<file path="src/rtl/gpio_bank_pkg.sv">
package gpio_bank_pkg;
  localparam int unsigned IDX_W = 3;
  localparam logic [IDX_W-1:0] IDX_DIR = 3'd0;
  localparam logic [IDX_W-1:0] IDX_LAT = 3'd1;
  localparam logic [IDX_W-1:0] IDX_SET = 3'd2;
  localparam logic [IDX_W-1:0] IDX_CLR = 3'd3;
  localparam logic [IDX_W-1:0] IDX_PIN = 3'd4;
  localparam int unsigned IDX_LAST = 4;
endpackage

</file>
<file path="src/rtl/gpio_rst_sync.sv">
module gpio_rst_sync #(
  parameter int STAGES = 2
) (
  input  logic clk,
  input  logic arst_ni,
  output logic srst_no
);
  logic [STAGES-1:0] chain_q;
  logic [STAGES-1:0] chain_d;

  always_comb chain_d = {chain_q[STAGES-2:0], 1'b1};

  always_ff @(posedge clk or negedge arst_ni) begin
    if (!arst_ni) chain_q <= '0;
    else          chain_q <= chain_d;
  end

  assign srst_no = chain_q[STAGES-1];
endmodule

</file>
<file path="src/rtl/gpio_in_sync.sv">
module gpio_in_sync #(
  parameter int W      = 32,
  parameter int STAGES = 2
) (
  input  logic         clk,
  input  logic         rst_ni,
  input  logic [W-1:0] async_i,
  output logic [W-1:0] sync_o
);
  logic [W-1:0] stage_q [STAGES];

  for (genvar s = 0; s < STAGES; s++) begin : g_stage
    logic [W-1:0] stage_d;
    if (s == 0) begin : g_first
      always_comb stage_d = async_i;
    end else begin : g_next
      always_comb stage_d = stage_q[s-1];
    end
    always_ff @(posedge clk or negedge rst_ni) begin
      if (!rst_ni) stage_q[s] <= '0;
      else         stage_q[s] <= stage_d;
    end
  end

  assign sync_o = stage_q[STAGES-1];
endmodule

</file>
<file path="src/rtl/gpio_bank_regs.sv">
module gpio_bank_regs
  import gpio_bank_pkg::*;
#(
  parameter int W = 32
) (
  input  logic             clk,
  input  logic             rst_ni,
  input  logic             wr_en,
  input  logic [IDX_W-1:0] wr_idx,
  input  logic [W-1:0]     wr_data,
  output logic [W-1:0]     dir_q,
  output logic [W-1:0]     lat_q
);
  logic [W-1:0] dir_d, lat_d;
  logic         dir_en, lat_en;
  logic         wr_set, wr_clr, wr_none;

  always_comb begin
    dir_d  = dir_q;
    lat_d  = lat_q;
    dir_en = 1'b0;
    lat_en = 1'b0;
    if (wr_en) begin
      case (wr_idx)
        IDX_DIR: begin dir_d = wr_data;          dir_en = 1'b1; end
        IDX_LAT: begin lat_d = wr_data;          lat_en = 1'b1; end
        IDX_SET: begin lat_d = lat_q | wr_data;  lat_en = 1'b1; end
        IDX_CLR: begin lat_d = lat_q & ~wr_data; lat_en = 1'b1; end
        default: ;
      endcase
    end
  end

  always_ff @(posedge clk or negedge rst_ni) begin
    if (!rst_ni) begin
      dir_q <= '1;
      lat_q <= '0;
    end else begin
      if (dir_en) dir_q <= dir_d;
      if (lat_en) lat_q <= lat_d;
    end
  end

  assign wr_set  = wr_en && (wr_idx == IDX_SET);
  assign wr_clr  = wr_en && (wr_idx == IDX_CLR);
  assign wr_none = !wr_en || (wr_idx > IDX_CLR);

  assert_set_ones_R4: assert property (@(posedge clk) disable iff (!rst_ni)
    wr_set |=> ((lat_q & $past(wr_data)) == $past(wr_data)));
  assert_set_keep_R4: assert property (@(posedge clk) disable iff (!rst_ni)
    wr_set |=> ((lat_q & ~$past(wr_data)) == ($past(lat_q) & ~$past(wr_data))));
  assert_clr_zeros_R5: assert property (@(posedge clk) disable iff (!rst_ni)
    wr_clr |=> ((lat_q & $past(wr_data)) == '0));
  assert_clr_keep_R5: assert property (@(posedge clk) disable iff (!rst_ni)
    wr_clr |=> ((lat_q & ~$past(wr_data)) == ($past(lat_q) & ~$past(wr_data))));
  assert_no_write_hold_R9: assert property (@(posedge clk) disable iff (!rst_ni)
    wr_none |=> ($stable(dir_q) && $stable(lat_q)));
endmodule

</file>
<file path="src/rtl/gpio_bank.sv">
module gpio_bank
  import gpio_bank_pkg::*;
#(
  parameter int PINS   = 32,
  parameter int ADDR_W = 5
) (
  input  logic              clk,
  input  logic              rst_n,
  input  logic              bus_valid,
  input  logic              bus_we,
  input  logic [ADDR_W-1:0] bus_addr,
  input  logic [PINS-1:0]   bus_wdata,
  output logic [PINS-1:0]   bus_rdata,
  input  logic [PINS-1:0]   pad_in,
  output logic [PINS-1:0]   pad_out,
  output logic [PINS-1:0]   pad_oe
);
  localparam int WORD_W    = ADDR_W - 2;
  localparam int SYNC_DEEP = 2;

  logic              rst_ni;
  logic [WORD_W-1:0] word_idx;
  logic              mapped, wr_fire, rd_fire;
  logic [PINS-1:0]   dir_q, lat_q, pin_q;
  logic [PINS-1:0]   rd_d, rdata_q;

  gpio_rst_sync #(.STAGES(2)) u_rst (
    .clk(clk), .arst_ni(rst_n), .srst_no(rst_ni)
  );

  gpio_in_sync #(.W(PINS), .STAGES(SYNC_DEEP)) u_sync (
    .clk(clk), .rst_ni(rst_ni), .async_i(pad_in), .sync_o(pin_q)
  );

  assign word_idx = bus_addr[ADDR_W-1:2];
  assign mapped   = (bus_addr[1:0] == 2'b00) && (word_idx <= WORD_W'(IDX_LAST));
  assign wr_fire  = bus_valid && bus_we && mapped;
  assign rd_fire  = bus_valid && !bus_we;

  gpio_bank_regs #(.W(PINS)) u_regs (
    .clk(clk), .rst_ni(rst_ni), .wr_en(wr_fire),
    .wr_idx(word_idx[IDX_W-1:0]), .wr_data(bus_wdata),
    .dir_q(dir_q), .lat_q(lat_q)
  );

  always_comb begin
    rd_d = '0;
    if (mapped) begin
      case (word_idx[IDX_W-1:0])
        IDX_DIR:                   rd_d = dir_q;
        IDX_LAT, IDX_SET, IDX_CLR: rd_d = lat_q;
        IDX_PIN:                   rd_d = pin_q;
        default:                   rd_d = '0;
      endcase
    end
  end

  always_ff @(posedge clk or negedge rst_ni) begin
    if (!rst_ni)      rdata_q <= '0;
    else if (rd_fire) rdata_q <= rd_d;
  end

  assign bus_rdata = rdata_q;
  assign pad_out   = lat_q;
  assign pad_oe    = ~dir_q;

  assert_rdata_hold_R10: assert property (@(posedge clk) disable iff (!rst_ni)
    !rd_fire |=> $stable(bus_rdata));
  assert_unmapped_zero_R9: assert property (@(posedge clk) disable iff (!rst_ni)
    (rd_fire && !mapped) |=> (bus_rdata == '0));
  assert_pin_read_R7: assert property (@(posedge clk) disable iff (!rst_ni)
    (rd_fire && mapped && word_idx == WORD_W'(IDX_PIN)) |=> (bus_rdata == $past(pin_q)));
endmodule

</file>
<file path="config.mk">
export PLATFORM = sky130hd
export DESIGN_NAME = gpio_bank
export DESIGN_NICKNAME = d
export VERILOG_FILES = /design/src/rtl/gpio_bank_pkg.sv /design/src/rtl/gpio_rst_sync.sv /design/src/rtl/gpio_in_sync.sv /design/src/rtl/gpio_bank_regs.sv /design/src/rtl/gpio_bank.sv
export SDC_FILE = /design/constraint.sdc
export NUM_CORES = 1
export LEC_CHECK = 0
export BUFFER_PORTS_ARGS = -buffer_cell sky130_fd_sc_hd__buf_2
export CORE_MARGIN = 4
export CORE_UTILIZATION = 40
export CTS_CLUSTER_SIZE = 28
export DETAILED_ROUTE_END_ITERATION = 6
export PLACE_DENSITY = 0.7
export SETUP_SLACK_MARGIN = 0.4
export SKIP_CTS_REPAIR_TIMING = 1
export SLEW_MARGIN = 20
export SYNTH_ARGS = -nofsm -noshare
export SYNTH_HDL_FRONTEND = slang
export SYNTH_HIERARCHICAL = 1
export SYNTH_SLANG_ARGS = --single-unit
</file>
<file path="constraint.sdc">
create_clock -name clk -period 5.2 [get_ports clk]
set_clock_uncertainty 0.2 [all_clocks]
set_input_delay 0.52 -clock clk [delete_from_list [all_inputs] [get_ports clk]]
set_output_delay 0.52 -clock clk [all_outputs]
set_load 0.01 [all_outputs]
</file>
==> run_results.csv <==
group,metric,value,unit
synth,ys_seq_area_share,65.3,%
worst_setup_path,cp.required,5340,ps
global_route,grt_pass1_vias,4612,
flow_run,maxCapViolCount,0,
power_and_ir_drop,powerDensity,389,mW/mm2
global_route,grt_overflow,0,
worst_hold_path,holdPathStages,1,
worst_setup_path,path_delay_family,"simple AND/OR/NAND/NOR gates",
placement,gp_congestion,0.784,
worst_setup_path,path_cells,"buf_2 -> or2_2 -> a2111oi_0 -> nand2b_4 -> nor3_4 -> buf_4 -> mux2_2",
worst_setup_path,cp_slowest_stage_delay,910,ps
synth,ys_ff_latch,162,
worst_setup_path,slowest_stage,"a2111oi_0",
worst_setup_path,startpoint,"bus_addr[3]",
route,drtIter0Drc,148,
placement,dpl.hpwl,10.3,mm
synth,ys_types,24,
timing,fin_setup_tns,0,ps
synth,yosysWarningCount,6,
clock_network,cts_max_path_buffers,2,
final_layout,num-nets-final,729,
worst_setup_path,crit_fanout,17,
worst_hold_path,hold_start,"pad_in[8]",
final_layout,fill_cells,1284,
clock_network,insertion_delay,420,ps
route,first_pass_iters,4,
route,drc,0,
timing,rsz0062_at_grt,"false",
placement,dpl.cell_count,815,
final_layout,area_growth,31.3,%
final_layout,final_cell_mix,"168 x buf_2, 129 x dfrtp_1, 64 x o21ai_0, 64 x a22o_1, 33 x inv_1",
route,wl_per_cell,18.3,um
clock_network,cts.sinks,162,
worst_setup_path,cp.depth,7,
floorplanning,fp.dieH,133,um
clock_network,path_clk_slew,60,ps
synth,synthCells,464,
floorplanning,die_w,133,um
global_route,groute.usage.overall,18.2,%
route,vias,4461,
worst_setup_path,reg2reg_from,"u_rst/chain_q[1]",
final_layout,drive_gt1_share,41.0,%
global_route,antenna_found_initial,2,
route,vias_per_cell,5.06,
outcome,status,"finished clean",
worst_setup_path,rr_worst_depth,2,
synth,synth_fp_nets,537,
timing,tightestPinTransition,1010,ps
timing,setup_violations,0,
final_layout,layout_commonest_cell,"buf_2",
power_and_ir_drop,leakage,3.97,nW
floorplanning,initial_core_util,41.1,%
floorplanning,die-area,0.0177,mm2
floorplanning,ioPinCount,169,
power_and_ir_drop,ir_drop,0.226,mV
timing,min_period_over_period,66.3,%
clock_network,cts_tree,"done",
timing,hold_viol_final,0,
final_layout,instances_no_fill,881,
worst_hold_path,hold_class,"in2reg",
worst_setup_path,critPathBufInv,2,
synth,netlist_area,0.00626,mm2
timing,relSlewSlack,31.2,%
floorplanning,rows,45,
placement,io_buffers,168,
clock_network,root_buffer,"clkbuf_16",
worst_setup_path,worstPathArrival,3590,ps
worst_setup_path,end_kind,"flop",
floorplanning,core,0.0153,mm2
timing,fmax,290,MHz
worst_setup_path,start_kind,"input port",
worst_setup_path,path_class,"in2reg",
route,ant_nets,0,
timing,drv_slew,0,
route,wirelength,16.1,mm
synth,synth.avg_cell_area,13.5,um2
timing,fin_crit,3450,ps
clock_network,cts_made_buffers,17,
clock_network,htree_levels,4,
global_route,grt_pass1_wl,25.1,mm
global_route,grt_max_degree,84,
[cell type report]
class,instances,area (um2),share of cell area (%)
diodes,1,2.50,0.0304
flip-flops and latches,162,4100,49.8
clock inverters,9,178,2.16
well taps,211,264,3.21
repair buffers,206,1230,15.0
clock buffers,23,478,5.81
inverters,33,124,1.51
multi-input cells,236,1850,22.5
[synthesized netlist by cell type]
library cell / n / area share [%]
a2111oi_0: 1 / 0.14
a2111oi_4: 1 / 0.44
a22o_1: 64 / 8.9
and3b_1: 1 / 0.14
buf_2: 6 / 0.48
buf_6: 10 / 1.8
clkbuf_1: 17 / 1.0
conb_1: 1 / 0.060
dfrtp_1: 130 / 52
dfstp_2: 32 / 13
inv_1: 33 / 2.0
mux2_1: 2 / 0.36
mux2_2: 30 / 5.4
mux2i_1: 32 / 5.1
nand2_1: 1 / 0.060
nand2b_1: 1 / 0.10
nand2b_4: 1 / 0.22
nand3_1: 32 / 2.6
nor2_1: 1 / 0.060
nor2_4: 1 / 0.18
nor3_4: 1 / 0.26
o21ai_0: 64 / 5.1
or2_1: 1 / 0.10
xnor2_1: 1 / 0.14
[worst paths after layout]
| path | to | slack [ps] |
|---|---|---|
| min in group asynchronous | u_sync/g_stage[1].stage_d[26] | 140 |
| max reg2reg | u_regs/dir_q[20] | 3530 |
| min | u_sync/g_stage[1].stage_d[8] | 40 |
| max in group asynchronous | u_regs/dir_q[20] | 3530 |
| min reg2reg | u_sync/g_stage[1].stage_d[26] | 140 |
| max | u_regs/dir_q[17] | 1750 |
[per-layer routing]
layer	track usage (%)	vias to the layer above	wire, um
met5	0	-	34
met4	4.80	4	180
met3	6.84	20	1050
met2	29.8	154	8030
met1	22.9	2248	6830
li1	-	2035	-
[stage by stage]
stage                     setup WS, ps  power, W  hold WS, ps  utilization (%)  instance area, um2
after CTS                         1780   0.00321         -346             51.7                7880
after global routing              1590   0.00334         8.45             53.9                8220
after global placement            1500   0.00182          105             47.4                7230
after detailed placement          1360   0.00183          108             47.4                7230
final                             1750   0.00320         42.0             53.9                8230
after floorplan                   2200   0.00165         24.4                -                6270
[cell families after synthesis]
group | share of synthesized area [%]
simple gates | 3.67
mux | 10.9
compound gates | 14.6
xor+xnor | 0.140
other cells | 0.0599
flops | 65.3
buf+inv | 5.27
[power breakdown]
group	switching, W	internal, W
Sequential	0.0000815	0.00138
Clock	0.000481	0.000891
Combinational	0.000188	0.000176
[registers in the layout, indices dropped and copies added (netlist names)]
| signal | count |
|---|---|
| u_regs/lat_q | 32 |
| bus_rdata | 32 |
| u_sync/g_stage.stage_d | 32 |
| u_rst/chain_q | 2 |
| u_regs/dir_q | 32 |
| u_sync/sync_o | 32 |
(Power assumes the default switching activity.)
